$ cat config.mk
export PLATFORM = sky130hd
export DESIGN_NAME = lut_slice
export DESIGN_NICKNAME = d
export VERILOG_FILES = /design/src/rtl/lutslice_pkg.sv /design/src/rtl/lutslice_decode.sv /design/src/rtl/lutslice_store.sv /design/src/rtl/lutslice_read.sv /design/src/rtl/lut_slice.sv
export SDC_FILE = /design/constraint.sdc
export NUM_CORES = 1
export LEC_CHECK = 0
export BUFFER_PORTS_ARGS = -buffer_cell sky130_fd_sc_hd__buf_2
export CAP_MARGIN = 20
export CORE_MARGIN = 2
export CORE_UTILIZATION = 30
export CTS_BUF_LIST = sky130_fd_sc_hd__clkbuf_4
export DETAILED_ROUTE_END_ITERATION = 10
export PLACE_DENSITY = 0.56
export SYNTH_ARGS = -nofsm -noshare
export SYNTH_HDL_FRONTEND = slang
export SYNTH_HIERARCHICAL = 1
export SYNTH_SLANG_ARGS = --single-unit
$ cat constraint.sdc
create_clock -name clk -period 3.1 [get_ports clk]
set_clock_uncertainty 0.1 [all_clocks]
set_input_delay 0.155 -clock clk [delete_from_list [all_inputs] [get_ports clk]]
set_output_delay 0.155 -clock clk [all_outputs]
set_load 0.05 [all_outputs]
$ cat src/rtl/lutslice_pkg.sv
package lutslice_pkg;
    localparam int LUT_INPUTS = 4;
    localparam int LUT_DEPTH  = 1 << LUT_INPUTS;
    localparam int NUM_TABLES = 2;
    localparam int IMAGE_BITS = LUT_DEPTH * NUM_TABLES;
    localparam int MODE_W     = 3;

    typedef enum logic [MODE_W-1:0] {
        MD_DUAL = 3'd0,
        MD_WIDE = 3'd1,
        MD_ROM  = 3'd2,
        MD_RAM  = 3'd3,
        MD_CFG  = 3'd4
    } slice_mode_e;

    typedef struct packed {
        logic rd_dual;
        logic rd_wide;
        logic rd_ram;
        logic cfg_en;
        logic ram_en;
    } mode_flags_t;

    typedef struct packed {
        logic                  ld;
        logic                  sh;
        logic                  sin;
        logic [IMAGE_BITS-1:0] word;
    } cfg_req_t;

    typedef struct packed {
        logic                  we;
        logic [NUM_TABLES-1:0] wd;
        logic [LUT_INPUTS-1:0] addr;
    } ram_req_t;

    function automatic logic lut_pick(input logic [LUT_DEPTH-1:0] tbl,
                                      input logic [LUT_INPUTS-1:0] idx);
        return tbl[idx];
    endfunction
endpackage

$ cat src/rtl/lutslice_decode.sv
module lutslice_decode
    import lutslice_pkg::*;
#(
    parameter bit HAS_RAM = 1'b1
) (
    input  logic [MODE_W-1:0] mode,
    output mode_flags_t       flags
);
    always_comb begin
        flags = '0;
        case (mode)
            MD_DUAL, MD_ROM: flags.rd_dual = 1'b1;
            MD_WIDE:         flags.rd_wide = 1'b1;
            MD_RAM: begin
                flags.rd_ram = HAS_RAM;
                flags.ram_en = HAS_RAM;
            end
            MD_CFG:          flags.cfg_en  = 1'b1;
            default:         flags = '0;
        endcase
    end
endmodule

$ cat src/rtl/lutslice_store.sv
module lutslice_store
    import lutslice_pkg::*;
(
    input  logic                  clk,
    input  logic                  rst,
    input  logic                  cfg_en,
    input  cfg_req_t              cfg,
    input  logic                  ram_en,
    input  ram_req_t              ram,
    output logic [IMAGE_BITS-1:0] image
);
    always_ff @(posedge clk) begin
        if (rst) begin
            image <= '0;
        end else if (cfg_en && cfg.ld) begin
            image <= cfg.word;
        end else if (cfg_en && cfg.sh) begin
            image <= {cfg.sin, image[IMAGE_BITS-1:1]};
        end else if (ram_en && ram.we) begin
            for (int t = 0; t < NUM_TABLES; t++) begin
                image[t*LUT_DEPTH + int'(ram.addr)] <= ram.wd[t];
            end
        end
    end
endmodule

$ cat src/rtl/lutslice_read.sv
module lutslice_read
    import lutslice_pkg::*;
(
    input  logic [LUT_DEPTH-1:0]  tbl,
    input  logic [LUT_INPUTS-1:0] own_idx,
    input  logic [LUT_INPUTS-1:0] shared_idx,
    input  logic                  use_shared,
    output logic                  bit_out
);
    logic [LUT_INPUTS-1:0] idx;

    always_comb begin
        idx     = use_shared ? shared_idx : own_idx;
        bit_out = lut_pick(tbl, idx);
    end
endmodule

$ cat src/rtl/lut_slice.sv
module lut_slice
    import lutslice_pkg::*;
#(
    parameter bit HAS_RAM = 1'b1
) (
    input  logic                  clk,
    input  logic                  rst,
    input  logic [MODE_W-1:0]     mode,
    input  logic [LUT_INPUTS-1:0] in_a,
    input  logic [LUT_INPUTS-1:0] in_b,
    input  logic                  in_e,
    input  logic                  ram_we,
    input  logic [NUM_TABLES-1:0] ram_wd,
    input  logic                  cfg_load,
    input  logic [IMAGE_BITS-1:0] cfg_word,
    input  logic                  cfg_shift,
    input  logic                  cfg_sin,
    output logic [NUM_TABLES-1:0] dout
);
    mode_flags_t                          flags;
    cfg_req_t                             cfg;
    ram_req_t                             ram;
    logic [IMAGE_BITS-1:0]                image;
    logic [NUM_TABLES-1:0]                rd;
    logic [NUM_TABLES-1:0][LUT_INPUTS-1:0] own_idx;

    assign cfg = '{ld: cfg_load, sh: cfg_shift, sin: cfg_sin, word: cfg_word};
    assign ram = '{we: ram_we, wd: ram_wd, addr: in_a};
    assign own_idx[0] = in_a;
    assign own_idx[1] = in_b;

    lutslice_decode #(.HAS_RAM(HAS_RAM)) u_decode (
        .mode  (mode),
        .flags (flags)
    );

    lutslice_store u_store (
        .clk    (clk),
        .rst    (rst),
        .cfg_en (flags.cfg_en),
        .cfg    (cfg),
        .ram_en (flags.ram_en),
        .ram    (ram),
        .image  (image)
    );

    for (genvar t = 0; t < NUM_TABLES; t++) begin : g_tbl
        lutslice_read u_read (
            .tbl        (image[t*LUT_DEPTH +: LUT_DEPTH]),
            .own_idx    (own_idx[t]),
            .shared_idx (in_a),
            .use_shared (flags.rd_wide | flags.rd_ram),
            .bit_out    (rd[t])
        );
    end

    always_comb begin
        dout = '0;
        if (flags.rd_ram || flags.rd_dual) begin
            dout = rd;
        end else if (flags.rd_wide) begin
            dout[0] = in_e ? rd[1] : rd[0];
        end
    end
endmodule

# --- Word level (Yosys, flattened, before mapping) ---
# Index checks and enable logic that the tools add are counted.
totals:
  latchBits: 0
  memories: 0
  reg_bits: 32
  wordCells: 44
  output_inout_bits: 2
  in_bits: 52
  romBits: 0
  ramBits: 0
classes:
  magnitude_cmp: 6
  n_eq_ne: 4
  n_shift: 0
  n_div: 0
  muxes: 22
  multipliers: 0
  add_sub_neg: 1
  n_reduce_logical: 9
  bitwise_logic: 1
ops:
  columns: ["op", "count"]
  rows:
  - ["2-to-1 mux 32 bit", 3]
  - ["bitwise mux 32 bit", 2]
  - [">= comparator 32 x 1 -> 1 bit (second input constant)", 1]
  - ["less-than comparator 32 x 7 -> 1 bit (second input constant)", 1]
  - ["2-to-1 mux 1 bit", 12]
  - ["less-than comparator 4 x 5 -> 1 bit (second input constant)", 2]
  - ["binary-select mux 1 bit (select 4 bit)", 2]
  - ["adder 5 x 4 -> 6 bit (first input constant)", 1]
  - ["equality test 3 x 2 -> 1 bit (second input constant)", 2]
  - ["less-than comparator 4 x 6 -> 1 bit (second input constant)", 1]
  - ["demux 1 bit (select 5 bit)", 1]
  - ["logical AND 1 bit", 5]
  - ["demux 1 bit (select 4 bit)", 1]
  - [">= comparator 4 x 1 -> 1 bit (second input constant)", 1]
  - ["2-to-1 mux 4 bit", 1]
  - ["equality test 3 x 1 -> 1 bit (second input constant)", 1]
  - ["equality test 3 bit (second input constant)", 1]
  - ["zero test 3 bit", 1]
  - ["nonzero test 3 bit", 1]
  - ["OR reduction 2 bit", 1]
  - ["logical OR 1 bit", 1]
  - ["OR 1 bit", 1]

# --- Depth between registers and ports, before layout ---
depth:
  word_depth: 9
  mapped_depth: 10
  mapped_depth_nobuf: 8

# --- By module ---
# Netlist, hierarchy kept.
modules_own_cells:
  columns: ["module", "n_inst", "area_each_um2", "seq_area_each_um2", "cells_each"]
  rows:
  - ["lutslice_store", 1, 2412.3, 640.6, 260]
  - ["lutslice_read", 2, 252.7, 0.0, 28]
  - ["lut_slice", 1, 48.8, 0.0, 7]
  - ["lutslice_decode", 1, 36.3, 0.0, 5]

# --- Least setup slack after synthesis ---
# Ideal clock, no wire load.
synth_path:
  path_type: "input to output"
  from: "input port mode[1]"
  to: "output port dout[0]"
  arrival_time_ns: 2.688
  path_buffers: 2
  required_ns: 2.845
  path_slack_ns: 0.157
  stages: 10
  cell_sequence: "and3b_2 > buf_4 > or2_2 > buf_6 > or3b_2 > a21oi_1 > a22oi_1 > nand4_1 > nand4bb_1 > o211ai_1"
synth_lines:
  columns: ["item", "line", "rtl"]
  rows:
  - ["from (decl)", "lut_slice.sv:8", "input logic [MODE_W-1:0] mode,"]
  - ["to (decl)", "lut_slice.sv:18", "output logic [NUM_TABLES-1:0] dout"]

==> flow_summary.ini <==
[critical_path]
worstPathMaxFanout = 10
worst-endpoint-arrival_ns = 2.67
crit_required_ns = 2.84
reg2reg_from = u_store/image[7]
critical_path.endpoint = dout[0]
timing.rr.end = u_store/image[6]
worstRegToRegCells = 2
slowest_stage = mux4_1
crit_chain = buf_2 -> nor3b_1 -> or2_2 -> mux2i_2 -> mux4_1 -> o21ai_0 -> nand4_1 -> nand3b_1 -> o211ai_1 -> buf_2
critPathCaptureType = output port
crit_start = mode[2]
worst_path_largest_cell_delay_ns = 0.60
critical_path_class = input port to output port
worst-r2r-setup-slack_ns = 2.05
crit_top_cell = buf_2
critPathLaunchType = input port

[power_and_ir_drop]
p_per_area_nw_per_um2 = 264
ir_drop_uv = 103
leakage_nw = 1.16

[global_routing]
grt_pass1_wl_um = 17000
grt_start_max_net_pins = 33
antenna_found_initial = 0
grt_usage_pct = 19.1
grt-ovfl-total = 0
grt_pass1_vias = 3208

[layout]
largest-register = u_store/image
seqCellArea_um2 = 641
largest_reg_flops = 32
antenna_cells = 0
largestRegisters = u_store/image: 32 flops
fin_cells = 496
final_area_um2 = 3380
multiInputGateArea_um2 = 2090
final_nets = 415
drive_gt1_share_pct = 27.8
syn2layout_area_growth_pct = 12.5
fill_cells = 1068

[floorplanning]
die_width_um = 104
io_pins = 54
core_region_area_um2 = 9730
die_area_um2 = 10800
rows = 36
initial_utilization_pct = 30.9
die_h_um = 104

[synth]
synth_ff_type = dfxtp_1
avgSynthCellArea_um2 = 9.16
synthTopCellsByCount = 33 x nor2_1, 32 x a221oi_1, 32 x dfxtp_1, 32 x o2111ai_1, 28 x o41ai_1
synth_cells = 328
syn_nets = 380
synth_top_area_cell = dfxtp_1
yosys-top-cells-area = dfxtp_1 21%, a221oi_1 9.3%, o2111ai_1 9.3%
synth_seq_area_share_pct = 21.3
synthArstFlopShare_pct = 0
syn_area_um2 = 3000
yosysMostFrequentCell = nor2_1
synthDistinctLibCells = 43
synth_top_cell_area_share_pct = 21.3
ys_ff_latch = 32
ys.warnings.count = 6
synth_edf_count = 0

[timing]
fin_setup_tns_ns = 0
min_period_ns = 2.92
relSlewSlack_pct = 24.7
drv_slew = 0
max_freq_ghz = 0.342
worst_pin_slew_ns = 1.13
final-setup-viol-count = 0
grt_setup_unrepaired = false
period_share_pct = 94.3
hold_viol_final = 0

[detailed_routing]
first_pass_iters = 5
drtIter0Drc = 225
drt-total-wl_um = 10400
wl_per_cell_um = 20.9
via_per_inst = 6.52
drc_errors = 0
vias = 3233
antenna_left = 0

[cts]
cts_buffers = 5
cts_htree_levels = 2
cts_setup_buffers = 0
root_buffer = clkbuf_4
insertion_delay_ns = 0.33
cts_tree = done
clkSlewWorstSetupHoldPaths_ns = 0.11
cts_sinks = 32
clk_path_buf_depth = 2

[min_path]
min_path_type = input port to flop

[placed_design]
hpwl_um = 6750
gp_congestion = 0.817
dp_cells = 485
dpl_cell_area_um2 = 3290
portBuffers = 53

[outcome]
status = finished, final reports clean

[run]
cap_violations = 0
layer usage:
| metal | vias to the layer above | routed length [um] | track usage, % |
|---|---|---|---|
| met3 | 20 | 611 | 3.07 |
| li1 | 1471 | - | - |
| met1 | 1599 | 4870 | 26.3 |
| met4 | 0 | 186 | 6.08 |
| met5 | - | 0 | 0 |
| met2 | 143 | 4720 | 30.4 |
worst max-delay path, delay by kind of cell:
kind            cells  cell delay (ns)
compound gates      2             0.17
buf+inv             2             0.33
simple gates        4             1.01
mux                 2             1.00
cell usage in the layout (no fill, tap or decap), drive strengths merged, types with 5 or more instances in the layout:
cell     synthesis  routed
o21ai            6       6
mux2            10      10
nor2            33      33
and4bb           6       6
clkbuf          19       5
nand2            6       6
a21oi           24      24
a221oi          32      32
buf             26      69
nand3b           5       5
nand4bb          7       7
o41ai           32      32
dfxtp           32      32
o2111ai         32      32
cells by family after synthesis:
family / Yosys count / synth area share [%]
AOI/OAI and AO/OA: 135 / 36.5
and+or+nand+nor: 96 / 24.1
buffers and inverters: 47 / 9.21
DFF: 32 / 21.3
muxes: 18 / 8.83
worst min-delay path by stage:
stage	start	to	slack, ns	cells past startpoint
4_1_cts	cfg_word[21]	u_store/image[21]	0.0006	3
3_3_place_gp	cfg_word[21]	u_store/image[21]	0.37	3
5_1_grt	cfg_word[2]	u_store/image[2]	0.008	3
6_report	cfg_word[21]	u_store/image[21]	0.008	3
3_5_place_dp	cfg_word[30]	u_store/image[30]	0.36	3
2_1_floorplan	cfg_word[0]	u_store/image[0]	0.25	2
timing repair:
action                                  CTS  global route
endpoints found under the setup margin    0             1
hold buffers                              3             1
resized for setup                         0             1
hold endpoints to repair                  3             1
cell type report:
cell class / count / area share (%)
Inverter: 2 / 0.222
Clock inverter: 2 / 0.222
Multi-Input combinational cell: 249 / 62.0
Sequential cell: 32 / 19.0
Timing Repair Buffer: 73 / 12.6
Clock buffer: 5 / 1.11
Tap cell: 133 / 4.93
report_power, final:
| group | internal [mW] | total (mW) | switching [mW] |
|---|---|---|---|
| sequential | 0.414 | 0.418 | 0.00355 |
| clock | 0.0792 | 0.230 | 0.150 |
| combinational | 0.0948 | 0.245 | 0.150 |
| total | 0.588 | 0.893 | 0.304 |
per-stage QoR:
| step | setup WS, ns | hold slack (ns) | util [%] | power, mW |
|---|---|---|---|---|
| 3_5_place_dp | 0.150 | 0.364 | 33.8 | 0.663 |
| 6_report | 0.177 | 0.00799 | 34.7 | 0.893 |
| 2_1_floorplan | 0.157 | 0.245 | - | 0.584 |
| 4_1_cts | 0.138 | 0.000613 | 34.6 | 0.895 |
| 5_1_grt | 0.0135 | 0.00773 | 34.7 | 0.939 |
| 3_3_place_gp | 0.236 | 0.366 | 33.8 | 0.661 |
Note: power is estimated with default switching activity, not from simulation.
